## src/rtl/pwm8_dbuf.sv

```systemverilog
module pwm8_dbuf #(
  parameter int W = 8
) (
  input  logic         clk,
  input  logic         rst_n,
  input  logic         tick,
  input  logic         run,
  input  logic [1:0]   len_sel,
  input  logic         cmp_wr,
  input  logic [W-1:0] cmp_data,
  input  logic         dbuf_en,
  input  logic         ff_clr,
  input  logic         inv_en,
  output logic         pwm_out
);

  localparam logic [W-1:0] ONE   = {{(W-1){1'b0}}, 1'b1};
  localparam logic [W-1:0] LIM_S = {2'b00, {(W-2){1'b1}}};
  localparam logic [W-1:0] LIM_M = {1'b0, {(W-1){1'b1}}};
  localparam logic [W-1:0] LIM_L = {W{1'b1}};

  logic [W-1:0] cnt, cmp, shadow, lim;
  logic         step, ovf, hit, ff;

  always_comb begin
    case (len_sel)
      2'd0:    lim = LIM_S;
      2'd1:    lim = LIM_M;
      default: lim = LIM_L;
    endcase
  end

  assign step = run & tick;
  assign ovf  = step & ((cnt & lim) == lim);
  assign hit  = step & ~ovf & (cmp != '0) & ((cmp & ~lim) == '0) & ((cnt + ONE) == cmp);

  always_ff @(posedge clk) begin
    if (!rst_n)      cnt <= '0;
    else if (!run)   cnt <= '0;
    else if (ovf)    cnt <= '0;
    else if (step)   cnt <= cnt + ONE;
  end

  always_ff @(posedge clk) begin
    if (!rst_n) begin
      cmp    <= '0;
      shadow <= '0;
    end else if (dbuf_en) begin
      if (ovf)    cmp    <= shadow;
      if (cmp_wr) shadow <= cmp_data;
    end else if (cmp_wr) begin
      cmp <= cmp_data;
    end
  end

  always_ff @(posedge clk) begin
    if (!rst_n)                    ff <= 1'b0;
    else if (ff_clr)               ff <= 1'b0;
    else if (inv_en & (hit | ovf)) ff <= ~ff;
  end

  assign pwm_out = ff;

endmodule


```

## config.mk

```make
export PLATFORM = sky130hd
export DESIGN_NAME = pwm8_dbuf
export DESIGN_NICKNAME = d
export VERILOG_FILES = /design/src/rtl/pwm8_dbuf.sv
export SDC_FILE = /design/constraint.sdc
export NUM_CORES = 1
export LEC_CHECK = 0
export BUFFER_PORTS_ARGS = -buffer_cell sky130_fd_sc_hd__buf_2
export CAP_MARGIN = 40
export CORE_MARGIN = 2
export CORE_UTILIZATION = 58
export CTS_BUF_LIST = sky130_fd_sc_hd__clkbuf_2
export DETAILED_ROUTE_END_ITERATION = 10
export PLACE_DENSITY = 0.81
export SYNTH_ARGS = -nofsm -noshare
export SYNTH_HDL_FRONTEND = slang
export SYNTH_SLANG_ARGS = --single-unit
```

## constraint.sdc

```tcl
create_clock -name clk -period 2.2 [get_ports clk]
set_input_delay 0.11 -clock clk [delete_from_list [all_inputs] [get_ports clk]]
set_output_delay 0.11 -clock clk [all_outputs]
set_load 0.01 [all_outputs]
```

Yosys cells after proc, flatten, opt, wreduce, memory -nomap -nowiden
Index checks and enable logic that the tools add are counted.

Flip-flop bits (word level): 25. Latch bits: 0. Bits in writable memories: 0. ROM bits: 0. Output and inout bits: 1. Logic and storage cells: 36. Memories kept: 0.

Add/sub/neg operators: 1. Multipliers: 0. Div/mod/pow operators: 0. Magnitude comparators: 0. Equal/unequal tests: 4. Shift operators: 0. Mux-type cells: 4. Bitwise operators: 15. Reductions and logical operators: 8.

Operator list (count): two-way mux 8 bit (3); bitwise AND 8 bit (2); == test 8 bit (2); one-hot mux 8 bit (2 select lines) (1); adder 8 x 1 -> 8 bit, second input constant (1); zero test 8 bit (1); NOT 8 bit (1); nonzero test 8 bit (1); bitwise AND 1 bit (7); NOT 1 bit (4); AND reduction 2 bit (2); OR reduction 3 bit (1); == test 2 x 1 -> 1 bit, second input constant (1); zero test 2 bit (1); inequality test 2 x 1 -> 1 bit, second input constant (1); nonzero test 2 bit (1); OR reduction 2 bit (1); bitwise OR 1 bit (1).

Longest topological paths before layout
Gate-level depths: netlist (run 1).

Depth after elaboration: 12. Depth in mapped cells: 8. Depth with buffers taken out: 7.

Worst setup path before layout (run 1)
Ideal clock, no wire load.

Path type: register -> register. From: register cnt[0]. To: register ff, in the netlist pwm_out. Library setup time: 0.140 ns. Arrival time: 1.804 ns. Data required time: 2.060 ns. Slack: 0.256 ns. Cell stages (with the launch flop): 8. Clock period less this slack: 1.944 ns. Path through: dfxtp_1 > ha_1 > xor2_1 > a211o_1 > a2111oi_2 > o2111ai_1 > o311ai_1 > o221ai_1.

Word-level cells in the longest chain between the ends: 10. Elaborated cells on any way between the ends: 12.

RTL lines: start, declared (line 22) `logic [W-1:0] cnt, cmp, shadow, lim;`; start signal, assigned (line 41) `else if (step) cnt <= cnt + ONE;`; branches (longest 8 deep; another with adder 8 x 1 -> 8 bit); bitwise OR 1 bit (*) (line 59) `else if (inv_en & (hit | ovf)) ff <= ~ff;`; bitwise AND 1 bit (*) (line 59); end signal, assigned (line 59); end, declared (line 23) `logic step, ovf, hit, ff;`.

Mark *: on every way between the ends. A chain may end at the register's enable or synchronous reset.

Final worst setup path (run 1)
Same ends and word-level chain as after synthesis.

==> impl_metrics.json, run 1 <==
{
  "synth_fp_nets": 174,
  "dpl.hpwl_mm": 1.94,
  "postSynthCellCount": 155,
  "crit_arrival_ns": 2.39,
  "synth.lib_cells_used.distinct": 36,
  "grt_pass1_wl_mm": 4.64,
  "antenna_left": 0,
  "grt_max_degree": 20,
  "synth_async_sr_flop_share": 0,
  "synth_top_cells_by_area": "sky130_fd_sc_hd__dfxtp_1, sky130_fd_sc_hd__nand2_1, sky130_fd_sc_hd__xnor2_1",
  "insertion_delay_ns": 0.34,
  "critical_path.reg2reg.endpoint": "pwm_out",
  "worstPathMaxFanout": 4,
  "worstHoldPathType": "in -> reg",
  "syn-mean-instance-area_um2": 8.65,
  "timing.final.setup_violations": 0,
  "floorplan.io_pins": 19,
  "antenna_found_initial": 0,
  "cts_htree_levels": 1,
  "start_util": 0.612,
  "clockBufferDepth": 2,
  "filler_cell_count": 169,
  "power.static_leakage_nw": 0.675,
  "power_switching_share": 0.277,
  "post-route-min-period_ns": 2.14,
  "critPathMaxStageDelay_ns": 0.41,
  "routed_wl_mm": 2.80,
  "cts_setup_buffers": 0,
  "areaGrowthSynthToFinish_pct": 15.1,
  "worst-slew-pin-transition_ns": 0.624,
  "tritoncts.num_buffers": 3,
  "final_net_count": 197,
  "drive_gt1_frac": 0.164,
  "timing.critical_path.from_type": "flip-flop",
  "finalWorstSetupSlack_ns": 0.0615,
  "status": "complete, no violations",
  "drc": 0,
  "power.combinational.fraction": 0.152,
  "timing.reg2reg.worst_path_depth": 7,
  "cts_sinks": 25,
  "yosys_warnings": 0,
  "routed_via_density": 5.89,
  "synth.largest_area_cell": "sky130_fd_sc_hd__dfxtp_1",
  "die_width_um": 52.1,
  "dieArea_um2": 2710,
  "drv_cap": 0,
  "clockPowerShare": 0.231,
  "peakVddDrop_v": 0.000340,
  "route.vias.total": 1207,
  "p_switching_uw": 218,
  "maxSlewViolCount": 0,
  "gr-total-overflow": 0,
  "max_freq_mhz": 468,
  "dp_worst_setup_slack_ns": 0.0807,
  "final_util": 0.704,
  "worst_slew_margin_rel": 0.584,
  "cp.required_ns": 2.45,
  "drtPass1Iterations": 5,
  "ys_ff_latch": 25,
  "crit_chain": "ha_1, xor2_1, a211o_1, a2111oi_4, o2111ai_1, o311ai_1, o221ai_1",
  "clock-skew-final_ns": 0.00438,
  "cell_area_after_synthesis_um2": 1340,
  "synth-seq-area-share": 0.373,
  "count_of_flip_flops_with_a_built_in_enable_after_synthesis": 0,
  "critical-path-slowest-cell": "sky130_fd_sc_hd__dfxtp_4",
  "power_uw": 790,
  "seq_power_share": 0.616,
  "gp_congestion": 0.879,
  "grt_usage": 0.225,
  "floorplan.core_area_um2": 2190,
  "tritoncts_clock_tree": "built",
  "worst_hold_startpoint": "cmp_data[2]",
  "final-hold-violation-count": 0,
  "worstReg2RegStart": "cnt[0]",
  "power.density_cell_area_nw_per_um2": 512,
  "dieHeight_um": 52.1,
  "cts.root.buffer_cell": "sky130_fd_sc_hd__clkbuf_2",
  "number_of_antenna_diodes": 0,
  "p_int_uw": 571,
  "slack_of_the_worst_reg_to_reg_path_ns": 0.06,
  "setup.worst_path.end_class": "flip-flop",
  "worstSetupPathType": "reg -> reg",
  "core.rowCount": 17,
  "layout_worst_path_cycle_share": 0.972,
  "synth-main-ff-cell": "sky130_fd_sc_hd__dfxtp_1",
  "netlist.area_leader.share": 0.373,
  "min_delay_path_depth": 3,
  "port_buffers": 18,
  "layout.cells.non_filler": 205,
  "drt_iter0_drc": 42,
  "count_of_placed_standard_cells_including_taps": 194,
  "cts.reportedPaths.clkPinSlew_ns": 0.24,
  "grt_pass1_vias": 1082,
  "min_to": "shadow[2]",
  "wire_per_inst_um": 13.7
}
-- worst max-delay path, delay by kind of cell, from the launching register on --
kind / cells / cell delay [ns]
compound gates: 5 / 1.16
fa+ha+maj: 1 / 0.32
xor+xnor: 1 / 0.16
flops: 1 / 0.41
-- cell usage after synthesis, drive strengths merged (4+ instances only) --
library cell / n
dfxtp: 25
a21boi: 8
clkbuf: 4
nand2: 26
mux2i: 8
xor2: 9
buf: 4
xnor2: 10
nand3: 14
o211a: 8
nor2: 14
-- repair_timing --
item,CTS,global route
setup endpoints to repair,0,1
hold buffers,7,0
resized for setup,0,3
endpoints found under the hold margin,7,0
-- sequential cells by signal (all words and copies together), names as in the netlist --
register / count
pwm_out: 1
cnt: 8
cmp: 8
shadow: 8
-- how the worst max path moves through the flow --
| stage | slack (ns) | startpoint | endpoint |
|---|---|---|---|
| 6_report | 0.06 | cnt[0] | pwm_out |
| 5_1_grt | -0.02 | cnt[0] | pwm_out |
| 4_1_cts | 0.07 | cnt[0] | pwm_out |
| 3_5_place_dp | 0.08 | cnt[0] | pwm_out |
| 3_3_place_gp | 0.18 | cnt[0] | pwm_out |
| 2_1_floorplan | 0.26 | cnt[0] | pwm_out |
-- per-stage QoR --
| step | cell area [um2] | hold WS [ns] | setup TNS (ns) |
|---|---|---|---|
| after floorplan | 1340 | 0.266 | 0 |
| after global placement | 1440 | 0.382 | 0 |
| after detailed placement | 1440 | 0.394 | 0 |
| after CTS | 1530 | 0.00262 | 0 |
| after global routing | 1540 | 0.00434 | -0.0231 |
| final | 1540 | 0.00631 | 0 |
-- placed cells by master, fill, tap and decap left out, types with 2 or more instances in the layout --
cell                             n
sky130_fd_sc_hd__buf_2          18
sky130_fd_sc_hd__nor2_1         13
sky130_fd_sc_hd__o211a_1         8
sky130_fd_sc_hd__a21oi_1         2
sky130_fd_sc_hd__clkbuf_2        3
sky130_fd_sc_hd__nor3_1          2
sky130_fd_sc_hd__dfxtp_1        24
sky130_fd_sc_hd__dlygate4sd3_1   7
sky130_fd_sc_hd__mux2i_1         8
sky130_fd_sc_hd__inv_1           2
sky130_fd_sc_hd__a21boi_0        8
sky130_fd_sc_hd__xnor2_1        10
sky130_fd_sc_hd__xor2_1          8
sky130_fd_sc_hd__nand2_1        26
sky130_fd_sc_hd__o2111ai_1       2
sky130_fd_sc_hd__nand3_1        14
-- metal layers --
| layer | vias to the layer above | GRT usage | share of wire |
|---|---|---|---|
| li1 | 587 | - | - |
| met1 | 567 | 0.284 | 0.46 |
| met2 | 43 | 0.382 | 0.47 |
| met3 | 10 | 0.0345 | 0.051 |
| met4 | 0 | 0.0877 | 0.023 |
| met5 | - | 0 | 0 |
-- power groups by stage --
| stage | logic, mW | clock network, mW | registers [mW] |
|---|---|---|---|
| after global placement | 0.102 | 0 | 0.494 |
| after detailed placement | 0.106 | 0 | 0.495 |
| after global routing | 0.133 | 0.197 | 0.489 |
| after floorplan | 0.0781 | 0 | 0.491 |
| final | 0.120 | 0.183 | 0.486 |
| after CTS | 0.116 | 0.184 | 0.486 |
-- cell type report --
class | count | area [um2] | share of cell area
Multi-Input combinational cell | 120 | 808 | 0.524
Sequential cell | 25 | 504 | 0.327
Clock buffer | 3 | 15.0 | 0.00973
Inverter | 2 | 7.51 | 0.00487
Tap cell | 28 | 35.0 | 0.0227
Timing Repair Buffer | 26 | 168 | 0.109
Clock inverter | 1 | 5.00 | 0.00324
-- kinds of logic (layout without fill, tap and decap cells) --
group	after synthesis	count (layout)	share of synthesized area
mux	8	8	0.0598
compound gates	27	27	0.175
simple gates	65	65	0.220
flops	25	25	0.373
fa+ha+maj	1	1	0.00934
buf+inv	10	32	0.0327
xor+xnor	19	19	0.130
Power figures use the tool's default switching activity.
==> run 2, diff against run 1 <==
--- a/config.mk
+++ b/config.mk
@@ -6,12 +6,10 @@
 export NUM_CORES = 1
 export LEC_CHECK = 0
 export BUFFER_PORTS_ARGS = -buffer_cell sky130_fd_sc_hd__buf_2
-export CAP_MARGIN = 40
 export CORE_MARGIN = 2
-export CORE_UTILIZATION = 58
+export CORE_UTILIZATION = 25
 export CTS_BUF_LIST = sky130_fd_sc_hd__clkbuf_2
 export DETAILED_ROUTE_END_ITERATION = 10
-export PLACE_DENSITY = 0.81
 export SYNTH_ARGS = -nofsm -noshare
 export SYNTH_HDL_FRONTEND = slang
 export SYNTH_SLANG_ARGS = --single-unit
==> impl_metrics.json, run 2 (synthesis results as in run 1) <==
{
  "status": "complete, no violations",
  "antenna_left": 0,
  "dpl.hpwl_mm": 2.10,
  "setup_repair_after_global_routing_missed_its_margin": "no",
  "port_buffers": 18,
  "worstPathMaxFanout": 2,
  "cp.required_ns": 2.47,
  "wire_per_inst_um": 11.7,
  "most_common_library_cell_in_the_layout_ignoring_fill_and_taps": "sky130_fd_sc_hd__nand2_1",
  "count_of_placed_standard_cells_including_taps": 236,
  "cts.reportedPaths.clkPinSlew_ns": 0.27,
  "dp_worst_setup_slack_ns": 0.142,
  "drtPass1Iterations": 4,
  "drive_gt1_frac": 0.189,
  "area.sequential_um2": 504,
  "die_width_um": 77.2,
  "cts_htree_levels": 1,
  "grt_max_degree": 20,
  "core.rowCount": 26,
  "worst_slew_margin_rel": 0.602,
  "largest_registers": "cmp: 8 flops, cnt: 8 flops, shadow: 8 flops",
  "timing.critical_path.from_type": "flip-flop",
  "maxSlewViolCount": 0,
  "max_freq_mhz": 490,
  "antenna_found_initial": 0,
  "worstHoldPathType": "in -> reg",
  "start_util": 0.261,
  "number_of_antenna_diodes": 0,
  "grt_usage": 0.0993,
  "tritoncts.num_buffers": 3,
  "final_net_count": 200,
  "grt_pass1_vias": 1057,
  "floorplan.core_area_um2": 5140,
  "setup.worst_path.end_class": "flip-flop",
  "finalWorstSetupSlack_ns": 0.160,
  "worst-slew-pin-transition_ns": 0.597,
  "routed_via_density": 4.63,
  "crit_arrival_ns": 2.31,
  "clockBufferDepth": 2,
  "post-route-min-period_ns": 2.04,
  "route.vias.total": 1158,
  "filler_cell_count": 574,
  "gr-total-overflow": 0,
  "worstSetupPathType": "reg -> reg",
  "power.density_cell_area_nw_per_um2": 495,
  "layout_worst_path_cycle_share": 0.927,
  "insertion_delay_ns": 0.37,
  "power.static_leakage_nw": 0.690,
  "tritoncts_clock_tree": "built",
  "drt_iter0_drc": 69,
  "power_uw": 813,
  "dieArea_um2": 5960,
  "gp_congestion": 0.808,
  "routed_wl_mm": 2.93,
  "drc": 0,
  "clock-skew-final_ns": 0.0156,
  "slack_of_the_worst_reg_to_reg_path_ns": 0.16,
  "layout.cells.non_filler": 250,
  "areaGrowthSynthToFinish_pct": 22.6,
  "cts.root.buffer_cell": "sky130_fd_sc_hd__clkbuf_2",
  "final-hold-violation-count": 0,
  "peakVddDrop_v": 0.000274,
  "placement.cell_area_um2": 1490,
  "timing.final.setup_violations": 0,
  "setup_tns_ns": 0,
  "multi_input_area_um2": 827,
  "drv_cap": 0,
  "cts_sinks": 25,
  "dieHeight_um": 77.2,
  "final_area_um2": 1640,
  "commonest_non_fill_non_tap_cells_in_the_layout": "sky130_fd_sc_hd__nand2_1, sky130_fd_sc_hd__dfxtp_1, sky130_fd_sc_hd__buf_2, sky130_fd_sc_hd__nand3_1, sky130_fd_sc_hd__nor2_1",
  "grt_pass1_wl_mm": 4.92,
  "floorplan.io_pins": 19
}
[run 2: final cells by class]
cell class | instances | area share
Sequential cell | 25 | 0.307
Clock inverter | 1 | 0.00533
Inverter | 2 | 0.00457
Clock buffer | 3 | 0.00914
Multi-Input combinational cell | 120 | 0.503
Timing Repair Buffer | 29 | 0.117
Tap cell | 70 | 0.0533
[run 2: repair_timing]
action | CTS | global route
resized for setup | 0 | 6
hold buffers | 8 | 0
setup endpoints to repair | 0 | 1
buffers inserted | 0 | 2
hold endpoints to repair | 8 | 0
[run 2: final timing paths]
check / depth (start not counted) / to / from
setup / recovery: 7 / pwm_out / cnt[0]
hold / removal: 3 / shadow[6] / cmp_wr
setup reg to reg: 7 / pwm_out / cnt[0]
hold reg to reg: 2 / shadow[6] / shadow[6]
[run 2: metrics by stage]
step / hold slack, ns / utilization
floorplan: 0.266 / -
global placement: 0.384 / 0.290
detailed placement: 0.393 / 0.290
CTS: 0.0397 / 0.310
global route: 0.0296 / 0.320
finish: 0.0575 / 0.320
[run 2: worst max-delay path, cell delays in order (launching register included)]
cell and delay (ns):
sky130_fd_sc_hd__dfxtp_4 0.40, sky130_fd_sc_hd__ha_1 0.32, sky130_fd_sc_hd__xor2_1 0.15, sky130_fd_sc_hd__a211o_1 0.26
sky130_fd_sc_hd__a2111oi_4 0.22, sky130_fd_sc_hd__o2111ai_2 0.18, sky130_fd_sc_hd__o311ai_2 0.29, sky130_fd_sc_hd__o221ai_1 0.14
[run 2: layer usage]
layer,global-route usage,routed length [um],up-vias
met5,0,0,-
met4,0.0161,12,0
met3,0.0318,179,2
met2,0.143,1280,34
met1,0.145,1450,531
li1,-,-,591
[run 2: power by group]
group / switching [mW] / leakage [nW] / internal [mW]
registers: 0.0150 / 0.205 / 0.471
clock network: 0.155 / 0.0170 / 0.0476
logic: 0.0625 / 0.468 / 0.0617
